<file path="src/rtl/resv_pkg.sv">
package resv_pkg;
  typedef enum logic [1:0] {
    OP_LR    = 2'd0,
    OP_SC    = 2'd1,
    OP_YIELD = 2'd2,
    OP_NONE  = 2'd3
  } resv_op_e;

  typedef struct packed {
    logic sc_ok;
    logic load_fault;
    logic store_fault;
    logic misalign;
  } resv_resp_t;
endpackage

</file>
<file path="src/rtl/resv_match.sv">
module resv_match #(
  parameter int ENTRIES = 8,
  parameter int ADDR_W  = 32,
  parameter int HART_W  = 2,
  localparam int IDX_W  = $clog2(ENTRIES)
) (
  input  logic [ENTRIES-1:0]             present_i,
  input  logic [ENTRIES-1:0]             live_i,
  input  logic [ENTRIES-1:0][ADDR_W-1:0] addr_i,
  input  logic [ENTRIES-1:0][HART_W-1:0] hart_i,
  input  logic [ADDR_W-1:0]              req_addr_i,
  input  logic [HART_W-1:0]              req_hart_i,
  output logic [ENTRIES-1:0]             hit_o,
  output logic                           hit_any_o,
  output logic [IDX_W-1:0]               hit_idx_o,
  output logic                           hit_own_live_o,
  output logic [ENTRIES-1:0]             owned_o
);
  logic [ENTRIES-1:0] own_live;

  for (genvar g = 0; g < ENTRIES; g++) begin : g_cmp
    assign hit_o[g]    = present_i[g] && (addr_i[g] == req_addr_i);
    assign owned_o[g]  = present_i[g] && (hart_i[g] == req_hart_i);
    assign own_live[g] = hit_o[g] && owned_o[g] && live_i[g];
  end

  assign hit_any_o      = |hit_o;
  assign hit_own_live_o = |own_live;

  always_comb begin
    hit_idx_o = '0;
    for (int i = ENTRIES - 1; i >= 0; i--)
      if (hit_o[i]) hit_idx_o = IDX_W'(i);
  end
endmodule

</file>
<file path="src/rtl/resv_alloc.sv">
module resv_alloc #(
  parameter int ENTRIES = 8,
  localparam int IDX_W  = $clog2(ENTRIES),
  localparam int CNT_W  = $clog2(ENTRIES + 1)
) (
  input  logic [ENTRIES-1:0] present_i,
  input  logic [ENTRIES-1:0] live_i,
  output logic               free_any_o,
  output logic [IDX_W-1:0]   free_idx_o,
  output logic               dead_any_o,
  output logic [IDX_W-1:0]   dead_idx_o,
  output logic [CNT_W-1:0]   count_o
);
  logic [ENTRIES-1:0] dead;
  assign dead       = present_i & ~live_i;
  assign free_any_o = ~&present_i;
  assign dead_any_o = |dead;

  // lowest index wins
  always_comb begin
    free_idx_o = '0;
    dead_idx_o = '0;
    count_o    = '0;
    for (int i = ENTRIES - 1; i >= 0; i--) begin
      if (!present_i[i]) free_idx_o = IDX_W'(i);
      if (dead[i])       dead_idx_o = IDX_W'(i);
    end
    for (int i = 0; i < ENTRIES; i++)
      count_o = count_o + CNT_W'(present_i[i]);
  end
endmodule

</file>
<file path="src/rtl/resv_table.sv">
module resv_table
  import resv_pkg::*;
#(
  parameter int N_HARTS = 4,
  parameter int ENTRIES = 8,
  parameter int ADDR_W  = 32,
  parameter int CAP_CFG = 64
) (
  input  logic                       clk_i,
  input  logic                       rst_ni,
  input  logic                       req_valid_i,
  input  logic [1:0]                 req_op_i,
  input  logic [ADDR_W-1:0]          req_addr_i,
  input  logic [1:0]                 req_size_i,
  input  logic [$clog2(N_HARTS)-1:0] req_hart_i,
  input  logic                       req_io_i,
  output logic                       resp_valid_o,
  output logic                       sc_ok_o,
  output logic                       load_fault_o,
  output logic                       store_fault_o,
  output logic                       misalign_fault_o
);
  localparam int HART_W  = $clog2(N_HARTS);
  localparam int IDX_W   = $clog2(ENTRIES);
  localparam int CNT_W   = $clog2(ENTRIES + 1);
  localparam int CAP_EFF = (CAP_CFG == 0) ? 1 : ((CAP_CFG > ENTRIES) ? ENTRIES : CAP_CFG);

  logic [ENTRIES-1:0]             ent_present_q, ent_live_q;
  logic [ENTRIES-1:0][ADDR_W-1:0] ent_addr_q;
  logic [ENTRIES-1:0][HART_W-1:0] ent_hart_q;

  logic [ENTRIES-1:0] hit, owned;
  logic               hit_any, hit_own_live, free_any, dead_any;
  logic [IDX_W-1:0]   hit_idx, free_idx, dead_idx;
  logic [CNT_W-1:0]   count;

  resv_match #(.ENTRIES(ENTRIES), .ADDR_W(ADDR_W), .HART_W(HART_W)) u_match (
    .present_i     (ent_present_q),
    .live_i        (ent_live_q),
    .addr_i        (ent_addr_q),
    .hart_i        (ent_hart_q),
    .req_addr_i    (req_addr_i),
    .req_hart_i    (req_hart_i),
    .hit_o         (hit),
    .hit_any_o     (hit_any),
    .hit_idx_o     (hit_idx),
    .hit_own_live_o(hit_own_live),
    .owned_o       (owned)
  );

  resv_alloc #(.ENTRIES(ENTRIES)) u_alloc (
    .present_i (ent_present_q),
    .live_i    (ent_live_q),
    .free_any_o(free_any),
    .free_idx_o(free_idx),
    .dead_any_o(dead_any),
    .dead_idx_o(dead_idx),
    .count_o   (count)
  );

  resv_op_e   op;
  resv_resp_t resp_d, resp_q;
  logic       misal, wr_en, clr_en;
  logic [IDX_W-1:0]   wr_idx;
  logic [ENTRIES-1:0] kill_mask;

  assign op = resv_op_e'(req_op_i);

  always_comb begin
    case (req_size_i)
      2'd0:    misal = 1'b0;
      2'd1:    misal = req_addr_i[0];
      2'd2:    misal = |req_addr_i[1:0];
      default: misal = |req_addr_i[2:0];
    endcase
  end

  always_comb begin
    resp_d    = '0;
    wr_en     = 1'b0;
    wr_idx    = hit_idx;
    clr_en    = 1'b0;
    kill_mask = '0;
    if (req_valid_i) begin
      case (op)
        OP_LR: begin
          if (req_io_i)          resp_d.load_fault = 1'b1;
          else if (hit_any) begin
            if (hit_own_live)    resp_d.load_fault = 1'b1;  // nested
            else                 wr_en = 1'b1;              // take over
          end else if (free_any && (count < CNT_W'(CAP_EFF))) begin
            wr_en  = 1'b1;
            wr_idx = free_idx;
          end else if (dead_any) begin
            wr_en  = 1'b1;
            wr_idx = dead_idx;
          end else               resp_d.load_fault = 1'b1;
        end
        OP_SC: begin
          if (misal)             resp_d.misalign    = 1'b1;
          else if (req_io_i)     resp_d.store_fault = 1'b1;
          else if (hit_own_live) begin
            resp_d.sc_ok = 1'b1;
            clr_en       = 1'b1;
          end
        end
        OP_YIELD: kill_mask = owned;
        default: ;
      endcase
    end
  end

  always_ff @(posedge clk_i or negedge rst_ni) begin
    if (!rst_ni) begin
      ent_present_q <= '0;
      ent_live_q    <= '0;
      ent_addr_q    <= '0;
      ent_hart_q    <= '0;
      resp_q        <= '0;
      resp_valid_o  <= 1'b0;
    end else begin
      resp_q       <= resp_d;
      resp_valid_o <= req_valid_i;
      ent_live_q   <= ent_live_q & ~kill_mask;
      if (wr_en) begin
        ent_present_q[wr_idx] <= 1'b1;
        ent_live_q[wr_idx]    <= 1'b1;
        ent_addr_q[wr_idx]    <= req_addr_i;
        ent_hart_q[wr_idx]    <= req_hart_i;
      end
      if (clr_en) begin
        ent_present_q[hit_idx] <= 1'b0;
        ent_live_q[hit_idx]    <= 1'b0;
      end
    end
  end

  assign sc_ok_o          = resp_q.sc_ok;
  assign load_fault_o     = resp_q.load_fault;
  assign store_fault_o    = resp_q.store_fault;
  assign misalign_fault_o = resp_q.misalign;

  AST_RESULT_NEEDS_STROBE: assert property (@(posedge clk_i) disable iff (!rst_ni)
    (sc_ok_o || load_fault_o || store_fault_o || misalign_fault_o) |-> resp_valid_o);
  AST_ONE_RESULT: assert property (@(posedge clk_i) disable iff (!rst_ni)
    $onehot0({sc_ok_o, load_fault_o, store_fault_o, misalign_fault_o}));
  AST_UNIQUE_ADDR: assert property (@(posedge clk_i) disable iff (!rst_ni)
    $countones(hit) <= 1);
  AST_WITHIN_CAP: assert property (@(posedge clk_i) disable iff (!rst_ni)
    count <= CNT_W'(CAP_EFF));
  AST_SC_DELETES: assert property (@(posedge clk_i) disable iff (!rst_ni)
    sc_ok_o |-> (count == $past(count) - CNT_W'(1)));
  AST_FAULT_KEEPS_TABLE: assert property (@(posedge clk_i) disable iff (!rst_ni)
    (load_fault_o || store_fault_o || misalign_fault_o) |->
      ($stable(ent_present_q) && $stable(ent_live_q)));
endmodule

</file>
<file path="config.mk">
export PLATFORM = sky130hd
export DESIGN_NAME = resv_table
export DESIGN_NICKNAME = d
export VERILOG_FILES = /design/src/rtl/resv_pkg.sv /design/src/rtl/resv_match.sv /design/src/rtl/resv_alloc.sv /design/src/rtl/resv_table.sv
export SDC_FILE = /design/constraint.sdc
export NUM_CORES = 1
export LEC_CHECK = 0
export BUFFER_PORTS_ARGS = -buffer_cell sky130_fd_sc_hd__buf_2
export CAP_MARGIN = 20
export CORE_UTILIZATION = 40
export DETAILED_ROUTE_END_ITERATION = 8
export HOLD_SLACK_MARGIN = 0.08
export SYNTH_ARGS = -nofsm -noshare
export SYNTH_HDL_FRONTEND = slang
export SYNTH_SLANG_ARGS = --single-unit
</file>
<file path="constraint.sdc">
create_clock -name clk_i -period 6.8 [get_ports clk_i]
set_clock_uncertainty 0.05 [all_clocks]
set_input_delay 1.36 -clock clk_i [delete_from_list [all_inputs] [get_ports clk_i]]
set_output_delay 1.36 -clock clk_i [all_outputs]
set_load 0.03 [all_outputs]
</file>
==> metrics.txt <==
status=complete, no violations; die width=196.9 um; max-cap check violation count=0; Peak Freq=0.1923 GHz; Setup TNS Final=0 ps; number of global-route vias before repair=9227; Tightest Hold Check Type=flop to flop; reg2reg path depth=15; min Tclk post-route=5200 ps; yosys warns=0; commonest cells after routing, fill and taps aside=dfrtp_1, mux2_2, xnor2_1; RSZ-0062 raised after global routing=false; post-CTS setup buffer count=0; critical path class=flop to flop; PortBufs=46; Hold Path Depth=1; syn nets=1271; largest net degree at the start of global routing=169; final wirelength=37.79 mm; crit path cell chain=ha_1 -> inv_1 -> fa_1 -> fa_1 -> inv_1 -> ha_1 -> a21o_1 -> a21o_1 -> a21oi_1 -> a32oi_1 -> nor4_2 -> nor2_1 -> nor3_4 -> buf_12 -> mux2_2; HPWL Detailed=25.65 mm; Post-Synthesis Cells=1223; post-synthesis sequential area ratio=0.4826; Tightest Pin Transition=1016 ps; H-tree levels=2; # diodes=0; Nets=1273; syn avg cell area=12.42 sq um; io pins=47; CP max stage delay=550 ps; WP data arrival=5550 ps; CP Max Fanout=28; routability-driven placement congestion ratio=0.9256; Reg clk slew, reported paths=60 ps; CTS Sinks=293; die area=38760 sq um; CTS Buffer Depth=3; ratio of final minimum period to clock period=0.7648; initial antenna violation count=0; post-route cell area=16760 sq um; Routed WL per cell=21.51 um; ratio of cells with drive above 1 in the final layout=0.2937; number of buffers created by CTS=34; Die Ht=196.9 um; residual DRC count=0; drt pass-1 iters=5; vias=9181; Final Hold Vio Count=0; post-cts sizing count=0; Crit. End Element=flop; Power Density=238.7 nW/um^2; Final setup viols=0; count of pins over their slew limit=0; Lkg Pwr=0.007498 uW; commonest non-fill, non-tap cell in the layout=dfrtp_1; register bit total from synthesis=293; Antenna Nets Post-Route=0; CP max stage cell=dfrtp_1; ys flop type=dfrtp_1; GR Overflow Total=0; Peak VDD IR=0.1729 mV; mapped cell area=15190 sq um; DRT iter0 DRCs=611; CP required=7150 ps; Rel. slew slack=0.3229; TritonCTS clock tree=built; asr flop ratio synth=1.000; Initial Util=0.4052; worst skew pair latency=520 ps; Layout Utilization=0.4472; root buf cell=clkbuf_16; # fillers=3532; Post-synth EDFFs=0; gr usage total=0.2016; startpoint types=flop; first-pass GRT wire length=58.09 mm; post-DR vias/cell=5.225; Synth cell types=54; core outline area=37490 sq um; Area Overhead vs Synth=10.34%; row cnt=71; Placed Area=15680 sq um; # hold bufs at CTS=0
-- layout make-up --
type | instances | area (sq um) | share of cell area
tap | 511 | 639.4 | 0.03814
timing repair buffer | 63 | 405.4 | 0.02418
clock inverter | 6 | 61.31 | 0.003657
multi-input combinational | 813 | 7224 | 0.4310
inverter | 20 | 75.07 | 0.004478
sequential | 293 | 7332 | 0.4374
clock buffer | 51 | 1026 | 0.06120
-- synth_stat cells (all sizes together) (2+ instances only) --
master,number,area [sq um]
dfrtp,293,7332
mux2,272,3063
xnor2,210,1839
buf,94,564.3
xor2,61,534.3
nand4,57,369.1
nand2,24,90.09
nor4,24,168.9
nor3,23,160.2
nand3,22,110.1
o21a,21,157.7
inv,20,75.07
nor2,19,71.32
nor2b,6,37.54
o21ai,6,30.02
a21oi,5,25.02
nor3b,5,37.54
or4,5,37.54
a21o,4,30.03
and3,4,25.02
ha,4,50.05
or2,4,25.03
a211oi,3,22.52
a21boi,3,33.78
a41oi,3,26.28
clkbuf,3,11.26
nand3b,3,22.52
o211ai,3,27.52
a2111oi,2,17.52
a31oi,2,12.51
and4,2,17.52
fa,2,40.04
nand2b,2,12.51
o22ai,2,12.51
-- per-layer routing --
| metal | track usage | routed length [um] |
|---|---|---|
| met1 | 0.2785 | 17460 |
| met2 | 0.3286 | 17870 |
| met3 | 0.03012 | 1622 |
| met4 | 0.05685 | 841 |
| met5 | 0 | 0 |
-- flip-flops by register name, indices dropped and copies added, names as in the netlist --
| name | cells |
|---|---|
| ent_addr_q | 256 |
| ent_hart_q | 16 |
| ent_live_q | 8 |
| ent_present_q | 8 |
| load_fault_o | 1 |
| misalign_fault_o | 1 |
| resp_valid_o | 1 |
| sc_ok_o | 1 |
| store_fault_o | 1 |
-- power by group --
part | switching [uW] | leakage, uW | internal (uW) | total [uW]
Combinational | 215 | 0.00297 | 150 | 365
Sequential | 43.9 | 0.00399 | 1810 | 1850
Clock | 707 | 0.000535 | 1080 | 1780
-- critical path: cells and delay by family, from the launching register on --
| kind | cells | cell delay [ps] |
|---|---|---|
| simple gates | 3 | 1270 |
| compound gates | 4 | 940 |
| fa+ha+maj | 4 | 1490 |
| flops | 1 | 550 |
| buf+inv | 3 | 410 |
| mux | 1 | 370 |
-- final timing paths --
kind                                            start                          end  slack, ps
max reg2reg                ent_present_q[1]$_DFF_PN0_  ent_addr_q[125]$_DFFE_PN0P_       1600
min in group asynchronous                      rst_ni   ent_hart_q[10]$_DFFE_PN0P_        720
max                        ent_present_q[1]$_DFF_PN0_  ent_addr_q[125]$_DFFE_PN0P_       1600
max in group asynchronous                      rst_ni  ent_addr_q[213]$_DFFE_PN0P_       4630
min reg2reg                 ent_addr_q[7]$_DFFE_PN0P_    ent_addr_q[7]$_DFFE_PN0P_        450
min                         ent_addr_q[7]$_DFFE_PN0P_    ent_addr_q[7]$_DFFE_PN0P_        450
-- kinds of logic after synthesis --
family | count (synthesis) | share of synthesized area
flops | 293 | 0.4826
mux | 272 | 0.2016
xor+xnor | 271 | 0.1562
simple gates | 205 | 0.08170
buf+inv | 117 | 0.04283
compound gates | 59 | 0.02907
fa+ha+maj | 6 | 0.005930
-- metrics by stage --
| stage | power [uW] | std cells | worst slack (ps) | hold slack [ps] |
|---|---|---|---|---|
| 2_1_floorplan | 2131 | 1223 | 2290 | 428.2 |
| 3_3_place_gp | 2249 | 1700 | 1360 | 438.6 |
| 3_5_place_dp | 2255 | 1700 | 1249 | 445.8 |
| 4_1_cts | 4061 | 1757 | 1635 | 457.7 |
| 5_1_grt | 4162 | 1757 | 1274 | 471.3 |
| 6_report | 4001 | 1757 | 1600 | 454.8 |
No activity file was read; power rests on OpenSTA's default activity.
